===== src/rtl/gated_mult_pkg.sv =====
package gated_mult_pkg;
  // Strobes passed from control to datapath
  typedef struct packed {
    logic capture;
  } mult_ctrl_t;
endpackage


===== src/rtl/gated_mult_row.sv =====
// One gated adder row: the adder is never gated on its inputs; a per-bit
// 2:1 mux after it chooses the fresh sum or the incoming partial sum.
module gated_mult_row #(
  parameter int N   = 8,
  parameter int POS = 0,
  localparam int W  = 2 * N
) (
  input  logic [W-1:0] partIn,
  input  logic [N-1:0] xOp,
  input  logic         sel,
  output logic [W-1:0] partOut
);
  logic [N:0] rawSum;  // unconditional sum, carry included as top bit

  assign rawSum = {1'b0, partIn[POS +: N]} + {1'b0, xOp};

  always_comb begin
    partOut = partIn;  // bits outside the window pass through
    // carry bit is muxed like any sum bit: never forwarded raw
    partOut[POS +: N+1] = sel ? rawSum : partIn[POS +: N+1];
  end
endmodule


===== src/rtl/gated_mult_ctrl.sv =====
module gated_mult_ctrl
  import gated_mult_pkg::*;
#(
  parameter bit REGISTERED = 1'b1
) (
  input  logic       clk,
  input  logic       rst,
  input  logic       validIn,
  output mult_ctrl_t strobes,
  output logic       validOut
);
  assign strobes.capture = validIn;

  generate
    if (REGISTERED) begin : g_reg
      logic validQ;
      always_ff @(posedge clk) begin
        if (rst) validQ <= 1'b0;
        else     validQ <= validIn;
      end
      assign validOut = validQ;

      p_valid_rise_r5: assert property (@(posedge clk) disable iff (rst)
        validIn |=> validOut)
        else $error("validOut missing after strobe");
      p_valid_drop_r5: assert property (@(posedge clk) disable iff (rst)
        !validIn |=> !validOut)
        else $error("validOut without strobe");
      p_reset_valid_r7: assert property (@(posedge clk)
        rst |=> !validOut)
        else $error("validOut set after reset");
    end else begin : g_comb
      assign validOut = validIn;
    end
  endgenerate
endmodule


===== src/rtl/gated_mult_datapath.sv =====
module gated_mult_datapath
  import gated_mult_pkg::*;
#(
  parameter int N            = 8,
  parameter bit REGISTERED   = 1'b1,
  localparam int W           = 2 * N
) (
  input  logic         clk,
  input  logic         rst,
  input  mult_ctrl_t   strobes,
  input  logic [N-1:0] xIn,
  input  logic [N-1:0] yIn,
  output logic [W-1:0] product
);
  logic [W-1:0] chain [0:N];

  assign chain[0] = '0;

  generate
    for (genvar i = 0; i < N; i++) begin : g_row
      gated_mult_row #(.N(N), .POS(i)) u_row (
        .partIn (chain[i]),
        .xOp    (xIn),
        .sel    (yIn[i]),
        .partOut(chain[i+1])
      );
    end

    if (REGISTERED) begin : g_reg
      logic [W-1:0] prodQ;
      always_ff @(posedge clk) begin
        if (rst)                  prodQ <= '0;
        else if (strobes.capture) prodQ <= chain[N];
      end
      assign product = prodQ;

      p_zero_x_r3: assert property (@(posedge clk) disable iff (rst)
        (strobes.capture && xIn == '0) |=> product == '0)
        else $error("zero multiplicand gave nonzero product");
      p_zero_y_r4: assert property (@(posedge clk) disable iff (rst)
        (strobes.capture && yIn == '0) |=> product == '0)
        else $error("zero multiplier gave nonzero product");
      p_hold_r6: assert property (@(posedge clk) disable iff (rst)
        !strobes.capture |=> $stable(product))
        else $error("product changed without strobe");
      p_unit_y_r9: assert property (@(posedge clk) disable iff (rst)
        (strobes.capture && yIn == N'(1)) |=> product == W'($past(xIn)))
        else $error("unit multiplier mismatch");
      p_reset_prod_r7: assert property (@(posedge clk)
        rst |=> product == '0)
        else $error("product not cleared by reset");
    end else begin : g_comb
      assign product = chain[N];
    end
  endgenerate
endmodule


===== src/rtl/gated_array_mult.sv =====
module gated_array_mult
  import gated_mult_pkg::*;
#(
  parameter int N          = 8,
  parameter bit REGISTERED = 1'b1
) (
  input  logic           clk,
  input  logic           rst,
  input  logic           validIn,
  input  logic [N-1:0]   xIn,
  input  logic [N-1:0]   yIn,
  output logic           validOut,
  output logic [2*N-1:0] product
);
  mult_ctrl_t strobes;

  gated_mult_ctrl #(.REGISTERED(REGISTERED)) u_ctrl (
    .clk     (clk),
    .rst     (rst),
    .validIn (validIn),
    .strobes (strobes),
    .validOut(validOut)
  );

  gated_mult_datapath #(.N(N), .REGISTERED(REGISTERED)) u_dp (
    .clk    (clk),
    .rst    (rst),
    .strobes(strobes),
    .xIn    (xIn),
    .yIn    (yIn),
    .product(product)
  );
endmodule


===== config.mk =====
export PLATFORM = sky130hd
export DESIGN_NAME = gated_array_mult
export DESIGN_NICKNAME = d
export VERILOG_FILES = /design/src/rtl/gated_mult_pkg.sv /design/src/rtl/gated_mult_row.sv /design/src/rtl/gated_mult_ctrl.sv /design/src/rtl/gated_mult_datapath.sv /design/src/rtl/gated_array_mult.sv
export SDC_FILE = /design/constraint.sdc
export NUM_CORES = 1
export LEC_CHECK = 0
export BUFFER_PORTS_ARGS = -buffer_cell sky130_fd_sc_hd__buf_2
export CAP_MARGIN = 5
export CORE_MARGIN = 4
export CORE_UTILIZATION = 25
export CTS_CLUSTER_DIAMETER = 200
export DETAILED_ROUTE_END_ITERATION = 16
export PLACE_DENSITY = 0.5
export SLEW_MARGIN = 20
export SYNTH_ARGS = -nofsm -noshare
export SYNTH_HDL_FRONTEND = slang
export SYNTH_SLANG_ARGS = --single-unit

===== constraint.sdc =====
create_clock -name clk -period 24.4 [get_ports clk]
set_input_delay 3.66 -clock clk [delete_from_list [all_inputs] [get_ports clk]]
set_output_delay 3.66 -clock clk [all_outputs]
set_load 0.05 [all_outputs]

==> impl_metrics.env, run 1 <==
export IMPL_first_pass_iters=5
export IMPL_fin_crit_sh_pct=52.8
export IMPL_cp_max_fo=11
export IMPL_vias=3980
export IMPL_wl_per_cell_um=16.1
export IMPL_ant_nets=0
export IMPL_cts_tree="built"
export IMPL_synth_warnings=0
export IMPL_multiInputGateArea_sq_um=3420
export IMPL_cp_arrival_ns=12.99
export IMPL_dieArea_sq_um=17900
export IMPL_ys_seq_area_share_pct=8.60
export IMPL_max_cap_viol_count=0
export IMPL_crit_slowest_cell="nor4_1"
export IMPL_drive_gt1_share_pct=12.4
export IMPL_power_density_nw_per_um2=89.0
export IMPL_clk_path_buf_depth=2
export IMPL_insertion_delay_ns=0.25
export IMPL_nFillCells=1696
export IMPL_clockRootBuffer="clkbuf_16"
export IMPL_synth_commonest_cells="58 x ha_1, 49 x nand2_1, 47 x nor2_1, 32 x a21oi_1, 29 x inv_1"
export IMPL_synthFlopType="dfxtp_1"
export IMPL_finalNonFillerCells=751
export IMPL_skew_ns=0
export IMPL_hpwl_um=9840
export IMPL_hold_path_class="reg2reg"
export IMPL_diodes=0
export IMPL_worst_pin_slew_ns=0.536
export IMPL_async_flop_share_pct=0
export IMPL_grt_pass1_wl_um=20500
export IMPL_synth_most_common_cell="ha_1"
export IMPL_setup_tns_ns=0
export IMPL_fin_crit_ns=12.88
export IMPL_cp_common_cell="ha_1"
export IMPL_io_buffer_count=35
export IMPL_drtIter0Drc=288
export IMPL_grt_ovfl_total=0
export IMPL_finalHoldViolCount=0
export IMPL_grt_total_usage_pct=13.5
export IMPL_synth_seq_cells=17
export IMPL_synth_area_sq_um=3960
export IMPL_ctsHoldBuffers=0
export IMPL_required_ns=24.51
export IMPL_synth_top_cell_by_area="ha_1"
export IMPL_cts_repair_resized=0
export IMPL_ir_drop_uv=57.3
export IMPL_routabilityCongestion=0.882
export IMPL_dp_cells=747
export IMPL_cts_max_level=1
export IMPL_cp_start_kind="input port"
export IMPL_area_delta_synth_final_pct=11.1
export IMPL_cp_end_kind="flip-flop"
export IMPL_die_h_um=134
export IMPL_rows=45
export IMPL_synth_avg_cell_area_sq_um=7.62
export IMPL_initial_core_util_pct=25.7
export IMPL_yosys_area_top_type_share_pct=18.3
export IMPL_drc=0
export IMPL_coreArea_sq_um=15400
export IMPL_grt_pass1_vias=4043
export IMPL_wirelength_um=12100
export IMPL_synth_edf_count=0
export IMPL_nNetsFinal=625
export IMPL_leakage_nw=1.94
export IMPL_vias_per_cell=5.30
export IMPL_slew_headroom_pct=64.3
export IMPL_die_width_um=134
export IMPL_slew_viol_final=0
export IMPL_slowest_delay_ns=0.47
export IMPL_syn_nets=603
export IMPL_synth_area_top_cells="ha_1 18%, dfxtp_1 8.6%, nand2_1 4.6%"
export IMPL_synth_cells=519
export IMPL_path_clk_slew_ns=0.05
export IMPL_p_total_mw=0.391
export IMPL_rsz0062_at_grt="no"
export IMPL_fmax_mhz=77.6
export IMPL_final_util_pct=28.6
export IMPL_regArea_sq_um=340
export IMPL_io_pins=36
export IMPL_post_cts_buffers=0
export IMPL_grt_max_degree=26
export IMPL_antenna_found_initial=0
export IMPL_setup_viol=0
export IMPL_synth_cell_type_count=77
export IMPL_cts_sinks=17
export IMPL_cts_buffers=3
export IMPL_crit_type="in2reg"
export IMPL_outcome="finished clean"
## worst paths after layout
check	startpoint	end	slack (ns)	cells after the start
worst max-delay path	yIn[0]	u_dp.product[15]	11.52	41
worst min-delay path	u_dp.product[0]	u_dp.product[0]	0.46	2
worst max register to register	u_dp.product[9]	u_dp.product[9]	23.52	3
worst min register to register	u_dp.product[0]	u_dp.product[0]	0.46	2
## metrics by stage
stage / hold slack [ns] / setup slack (ns) / area (sq um)
floorplan: 0.686 / 12.41 / 3960
global placement: 0.452 / 11.18 / 4320
detailed placement: 0.459 / 11.24 / 4320
CTS: 0.468 / 11.47 / 4400
global route: 0.495 / 10.86 / 4400
finish: 0.461 / 11.52 / 4400
## cell usage in the layout, fill, tap and decap left out, drive strengths merged, types with 5 or more instances in the layout
cell    instances
buf            35
dfxtp          17
nand3          12
nand2          49
xnor2          20
o211ai          8
inv            30
o21bai          7
nor3            9
a21oi          33
a31oi           5
nor2           47
and2            7
o31ai           7
nand2b          9
xor2            9
o21a            5
o21ai          30
a21o           12
ha             58
a211oi         20
fa              7
nor2b           7
mux2i           9
mux2            9
## layout make-up
| class | instances | area share [%] |
|---|---|---|
| Clock buffer | 3 | 1.71 |
| Inverter | 30 | 2.56 |
| Clock inverter | 1 | 0.114 |
| Sequential cell | 17 | 7.74 |
| Timing Repair Buffer | 35 | 3.99 |
| Tap cell | 211 | 6.01 |
| Multi-Input combinational cell | 454 | 77.9 |
## sequential cells by signal, indices dropped and copies added (netlist names)
register,cells
u_dp.product,16
u_ctrl.validOut,1
## logic make-up (layout without fill, tap and decap cells)
kind of cell	Yosys count	count (layout)	share of synthesized area (%)
fa+ha+maj	65	65	21.9
flops	17	17	8.60
compound gates	178	178	33.0
xor+xnor	29	29	6.42
mux	18	18	5.16
simple gates	164	164	20.1
buf+inv	48	69	4.87
## layer usage
metal	global-route usage [%]	vias to the layer above	share of wire (%)
met3	1.31	8	3.0
met2	23.9	74	49
li1	-	1992	-
met5	0	-	0
met4	1.94	0	1.0
met1	18.3	1906	47
## power breakdown
| group | switching, mW | internal [mW] | total [mW] |
|---|---|---|---|
| combinational | 0.187 | 0.134 | 0.321 |
| clock | 0.0110 | 0.0219 | 0.0329 |
| sequential | 0.00311 | 0.0338 | 0.0369 |
## critical path, delay by kind of cell
family,cells,cell delay (ns)
AO/OA/AOI/OAI,17,2.73
adder cells (fa/ha/maj),8,2.53
AND/OR/NAND/NOR,6,1.84
multiplexers,4,1.23
XOR/XNOR,4,0.70
buffers and inverters,2,0.29
Note: power is estimated with default switching activity, not from simulation.
==> run 2: changes to the inputs <==
Clock period 24.4 ns to 12.17 ns, I/O delays scaled along.
==> run 2 against run 1 <==
Design area did not move; register-to-register slack got worse by 12 ns; sequential share of layout area did not move; die area did not move; utilization did not move; sequential power rose by 100%; setup slack got worse by 10 ns; critical path type unchanged; largest cell class unchanged; largest power group unchanged; highest routed layer unchanged.
==> impl_metrics.env, run 2 (same netlist as run 1, synthesis figures left out) <==
export IMPL_ctsHoldBuffers=0
export IMPL_dieArea_sq_um=17900
export IMPL_drtIter0Drc=262
export IMPL_power_density_nw_per_um2=178
export IMPL_fin_crit_sh_pct=91.2
export IMPL_grt_ovfl_total=0
export IMPL_mostFrequentLayoutCells="58 x ha_1, 49 x nand2_1, 47 x nor2_1"
export IMPL_clockRootBuffer="clkbuf_16"
export IMPL_hpwl_um=9790
export IMPL_slowest_delay_ns=0.47
export IMPL_leakage_nw=1.94
export IMPL_skew_ns=0
export IMPL_setup_tns_ns=0
export IMPL_cts_buffers=3
export IMPL_rsz0062_at_grt="no"
export IMPL_slew_headroom_pct=63.8
export IMPL_post_cts_buffers=0
export IMPL_drc=0
export IMPL_outcome="finished clean"
export IMPL_path_clk_slew_ns=0.05
export IMPL_crit_slowest_cell="fa_1"
export IMPL_cp_start_kind="input port"
export IMPL_fin_crit_ns=11.10
export IMPL_wirelength_um=12100
export IMPL_layout_setup_ws_ns=1.07
export IMPL_cts_sinks=17
export IMPL_cp_arrival_ns=11.28
export IMPL_io_pins=36
export IMPL_cp_common_cell="ha_1"
export IMPL_routabilityCongestion=0.882
export IMPL_fmax_mhz=90.1
export IMPL_wl_per_cell_um=16.1
export IMPL_rows=45
export IMPL_cts_tree="built"
export IMPL_regArea_sq_um=340
export IMPL_final_common_cell="ha_1"
export IMPL_ant_nets=0
export IMPL_multiInputGateArea_sq_um=3420
export IMPL_nFillCells=1682
export IMPL_slew_viol_final=0
export IMPL_grt_pass1_vias=3937
export IMPL_drive_gt1_share_pct=12.4
export IMPL_vias=3984
export IMPL_cp_max_fo=11
export IMPL_finalHoldViolCount=0
export IMPL_area_delta_synth_final_pct=11.1
export IMPL_cp_end_kind="flip-flop"
export IMPL_worst_pin_slew_ns=0.544
export IMPL_antenna_found_initial=0
export IMPL_first_pass_iters=4
export IMPL_cts_repair_resized=0
export IMPL_initial_core_util_pct=25.7
export IMPL_io_buffer_count=35
export IMPL_die_width_um=134
export IMPL_hold_path_class="reg2reg"
export IMPL_setup_viol=0
export IMPL_largest_reg_flops=16
export IMPL_grt_max_degree=26
export IMPL_max_cap_viol_count=0
export IMPL_die_h_um=134
export IMPL_cts_max_level=1
export IMPL_grt_pass1_wl_um=20000
export IMPL_vias_per_cell=5.30
export IMPL_diodes=0
export IMPL_dpl_worst_slack_ns=0.834
export IMPL_coreArea_sq_um=15400
export IMPL_nNetsFinal=625
export IMPL_insertion_delay_ns=0.25
export IMPL_ir_drop_uv=103
export IMPL_clk_path_buf_depth=2
export IMPL_required_ns=12.35
export IMPL_grt_total_usage_pct=13.2
export IMPL_crit_type="in2reg"
[run 2: cell counts in the layout (fill, tap and decap cells not counted)]
Identical to the previous run, type by type.
[run 2: final cells by class]
type | count | share of cell area (%)
Clock inverter | 1 | 0.114
Multi-Input combinational cell | 454 | 77.9
Timing Repair Buffer | 35 | 3.99
Tap cell | 211 | 6.01
Inverter | 30 | 2.56
Clock buffer | 3 | 1.71
Sequential cell | 17 | 7.74
[run 2: per-layer routing]
metal | GRT usage [%] | vias to the layer above | part of all wire, %
met5 | 0 | - | 0
met4 | 1.83 | 0 | 1.2
met3 | 1.46 | 11 | 3.5
met2 | 23.0 | 81 | 48
met1 | 18.1 | 1894 | 47
li1 | - | 1998 | -
[run 2: path summary, 6_finish.rpt]
path | endpoint | slack, ns | cells after the start | start
worst max-delay path | u_dp.product[14] | 1.07 | 40 | xIn[1]
worst max register to register | u_dp.product[9] | 11.29 | 3 | u_dp.product[9]
worst min-delay path | u_dp.product[0] | 0.46 | 2 | u_dp.product[0]
worst min register to register | u_dp.product[0] | 0.46 | 2 | u_dp.product[0]
[run 2: power by group]
group,switching [mW],internal [mW]
Combinational,0.374,0.269
Clock,0.0223,0.0440
Sequential,0.00613,0.0677
Total,0.403,0.381
[run 2: through the flow]
step | util, % | hold WS (ns) | std cells | cell area, sq um | total power, mW
floorplan | - | 0.686 | 519 | 3960 | 0.587
global placement | 28.1 | 0.452 | 747 | 4320 | 0.713
detailed placement | 28.1 | 0.459 | 747 | 4320 | 0.712
CTS | 28.6 | 0.468 | 751 | 4400 | 0.784
global route | 28.6 | 0.495 | 751 | 4400 | 0.858
finish | 28.6 | 0.463 | 751 | 4400 | 0.784
[run 2: worst max-delay path, delay by kind of cell]
kind                     cells  cell delay (ns)
XOR/XNOR                     4             0.70
multiplexers                 4             1.23
adder cells (fa/ha/maj)      8             2.55
buffers and inverters        2             0.30
AND/OR/NAND/NOR              7             2.08
AO/OA/AOI/OAI               15             2.58
==> run 3: changes to the inputs <==
Settings changed: CAP_MARGIN 5 to not set, REMOVE_ABC_BUFFERS set to 1.
==> run 3 against run 2 <==
Global-route usage grew 0.22 points; flip-flop and latch count did not move; clock skew unchanged; hold slack improved by 0.0012 ns; register-to-register slack barely moved; setup slack about the same; combinational power up 0.9%; maximum frequency is essentially flat; design area did not move; sequential power is 0.8% higher; largest power group unchanged.
==> impl_metrics.env, run 3 (same netlist as run 1, synthesis figures left out) <==
export IMPL_outcome="finished clean"
export IMPL_fin_crit_sh_pct=91.2
export IMPL_first_pass_iters=4
export IMPL_use_met3_pct=1.76
export IMPL_cts_tree="built"
export IMPL_vias=4051
export IMPL_path_clk_slew_ns=0.05
export IMPL_rows=45
export IMPL_grt_max_degree=26
export IMPL_finish_instance_area_sq_um=4400
export IMPL_diodes=0
export IMPL_fmax_mhz=90.1
export IMPL_power_density_nw_per_um2=180
export IMPL_cp_common_cell="ha_1"
export IMPL_p_total_mw=0.790
export IMPL_grt_total_usage_pct=13.5
export IMPL_die_h_um=134
export IMPL_crit_type="in2reg"
export IMPL_largest_reg_flops=16
export IMPL_ant_nets=0
export IMPL_cts_max_level=1
export IMPL_cp_end_kind="flip-flop"
export IMPL_cp_start_kind="input port"
export IMPL_hpwl_um=10100
export IMPL_wirelength_um=12500
export IMPL_setup_tns_ns=0
export IMPL_setup_viol=0
export IMPL_nNetsFinal=625
export IMPL_ir_drop_uv=104
export IMPL_required_ns=12.35
export IMPL_wl_per_cell_um=16.6
export IMPL_area_delta_synth_final_pct=11.1
export IMPL_dp_cells=747
export IMPL_io_buffer_count=35
export IMPL_slew_headroom_pct=63.4
export IMPL_grt_pass1_wl_um=20100
export IMPL_hold_slack_ns=0.464
export IMPL_ctsHoldBuffers=0
export IMPL_finalHoldViolCount=0
export IMPL_top_usage_layer="met2"
export IMPL_routabilityCongestion=0.853
export IMPL_max_cap_viol_count=0
export IMPL_clockRootBuffer="clkbuf_16"
export IMPL_cts_sinks=17
export IMPL_die_width_um=134
export IMPL_mostFrequentLayoutCells="58 x ha_1, 49 x nand2_1, 47 x nor2_1"
export IMPL_io_pins=36
export IMPL_insertion_delay_ns=0.25
export IMPL_fin_crit_ns=11.10
export IMPL_coreArea_sq_um=15400
export IMPL_worst_pin_slew_ns=0.544
export IMPL_hold_path_class="reg2reg"
export IMPL_drive_gt1_share_pct=12.4
export IMPL_vias_per_cell=5.39
export IMPL_grtUsageMet2_pct=24.2
export IMPL_grt_pass1_vias=3989
export IMPL_rsz0062_at_grt="no"
export IMPL_cts_buffers=3
export IMPL_antenna_found_initial=0
export IMPL_met1_usage_pct=17.5
export IMPL_final_common_cell="ha_1"
export IMPL_grt_ovfl_total=0
export IMPL_leakage_nw=1.94
export IMPL_post_cts_buffers=0
export IMPL_finalNonFillerCells=751
export IMPL_place_area_sq_um=4320
export IMPL_slew_viol_final=0
export IMPL_crit_slowest_cell="fa_1"
export IMPL_initial_core_util_pct=25.7
export IMPL_slowest_delay_ns=0.47
export IMPL_cp_max_fo=11
export IMPL_cts_repair_resized=0
export IMPL_drc=0
export IMPL_drtIter0Drc=223
export IMPL_skew_ns=0
export IMPL_clk_path_buf_depth=2
export IMPL_cp_arrival_ns=11.28
export IMPL_dieArea_sq_um=17900
[run 3: metal layers]
metal	wire length (um)	vias to the layer above
li1	-	2005
met1	5900	1954
met2	6040	80
met3	393	12
met4	117	0
met5	0	-
[run 3: metrics by stage]
stage	setup slack [ns]	utilization, %
detailed placement	0.878	28.1
global placement	0.834	28.1
finish	1.07	28.6
global route	0.518	28.6
CTS	1.09	28.6
floorplan	2.18	-
[run 3: worst max-delay path, delay by kind of cell]
family                     cells  cell delay, ns
AOI/OAI and AO/OA             15            2.58
adders and majority gates      8            2.55
and+or+nand+nor                7            2.07
muxes                          4            1.24
xor gates and xnor gates       4            0.71
buffers and inverters          2            0.30
[run 3: path summary, 6_finish.rpt]
kind,start,depth (start not counted),slack (ns),end
worst max-delay path,xIn[1],40,1.07,u_dp.product[14]
worst min-delay path,u_dp.product[0],2,0.46,u_dp.product[0]
worst max register to register,u_dp.product[9],3,11.28,u_dp.product[9]
worst min register to register,u_dp.product[0],2,0.46,u_dp.product[0]
[run 3: report_power, final]
| part | switching, mW | internal, mW | total (mW) |
|---|---|---|---|
| Sequential | 0.00661 | 0.0678 | 0.0744 |
| Combinational | 0.380 | 0.270 | 0.649 |
| Clock | 0.0223 | 0.0440 | 0.0663 |
| Total | 0.408 | 0.382 | 0.790 |
[run 3: cell type report]
| type | instances | area (sq um) |
|---|---|---|
| Fill cell | 1657 | 11000 |
| Multi-Input combinational cell | 454 | 3420 |
| Sequential cell | 17 | 340 |
| Tap cell | 211 | 264 |
| Timing Repair Buffer | 35 | 175 |
| Inverter | 30 | 113 |
| Clock buffer | 3 | 75.1 |
| Clock inverter | 1 | 5.00 |
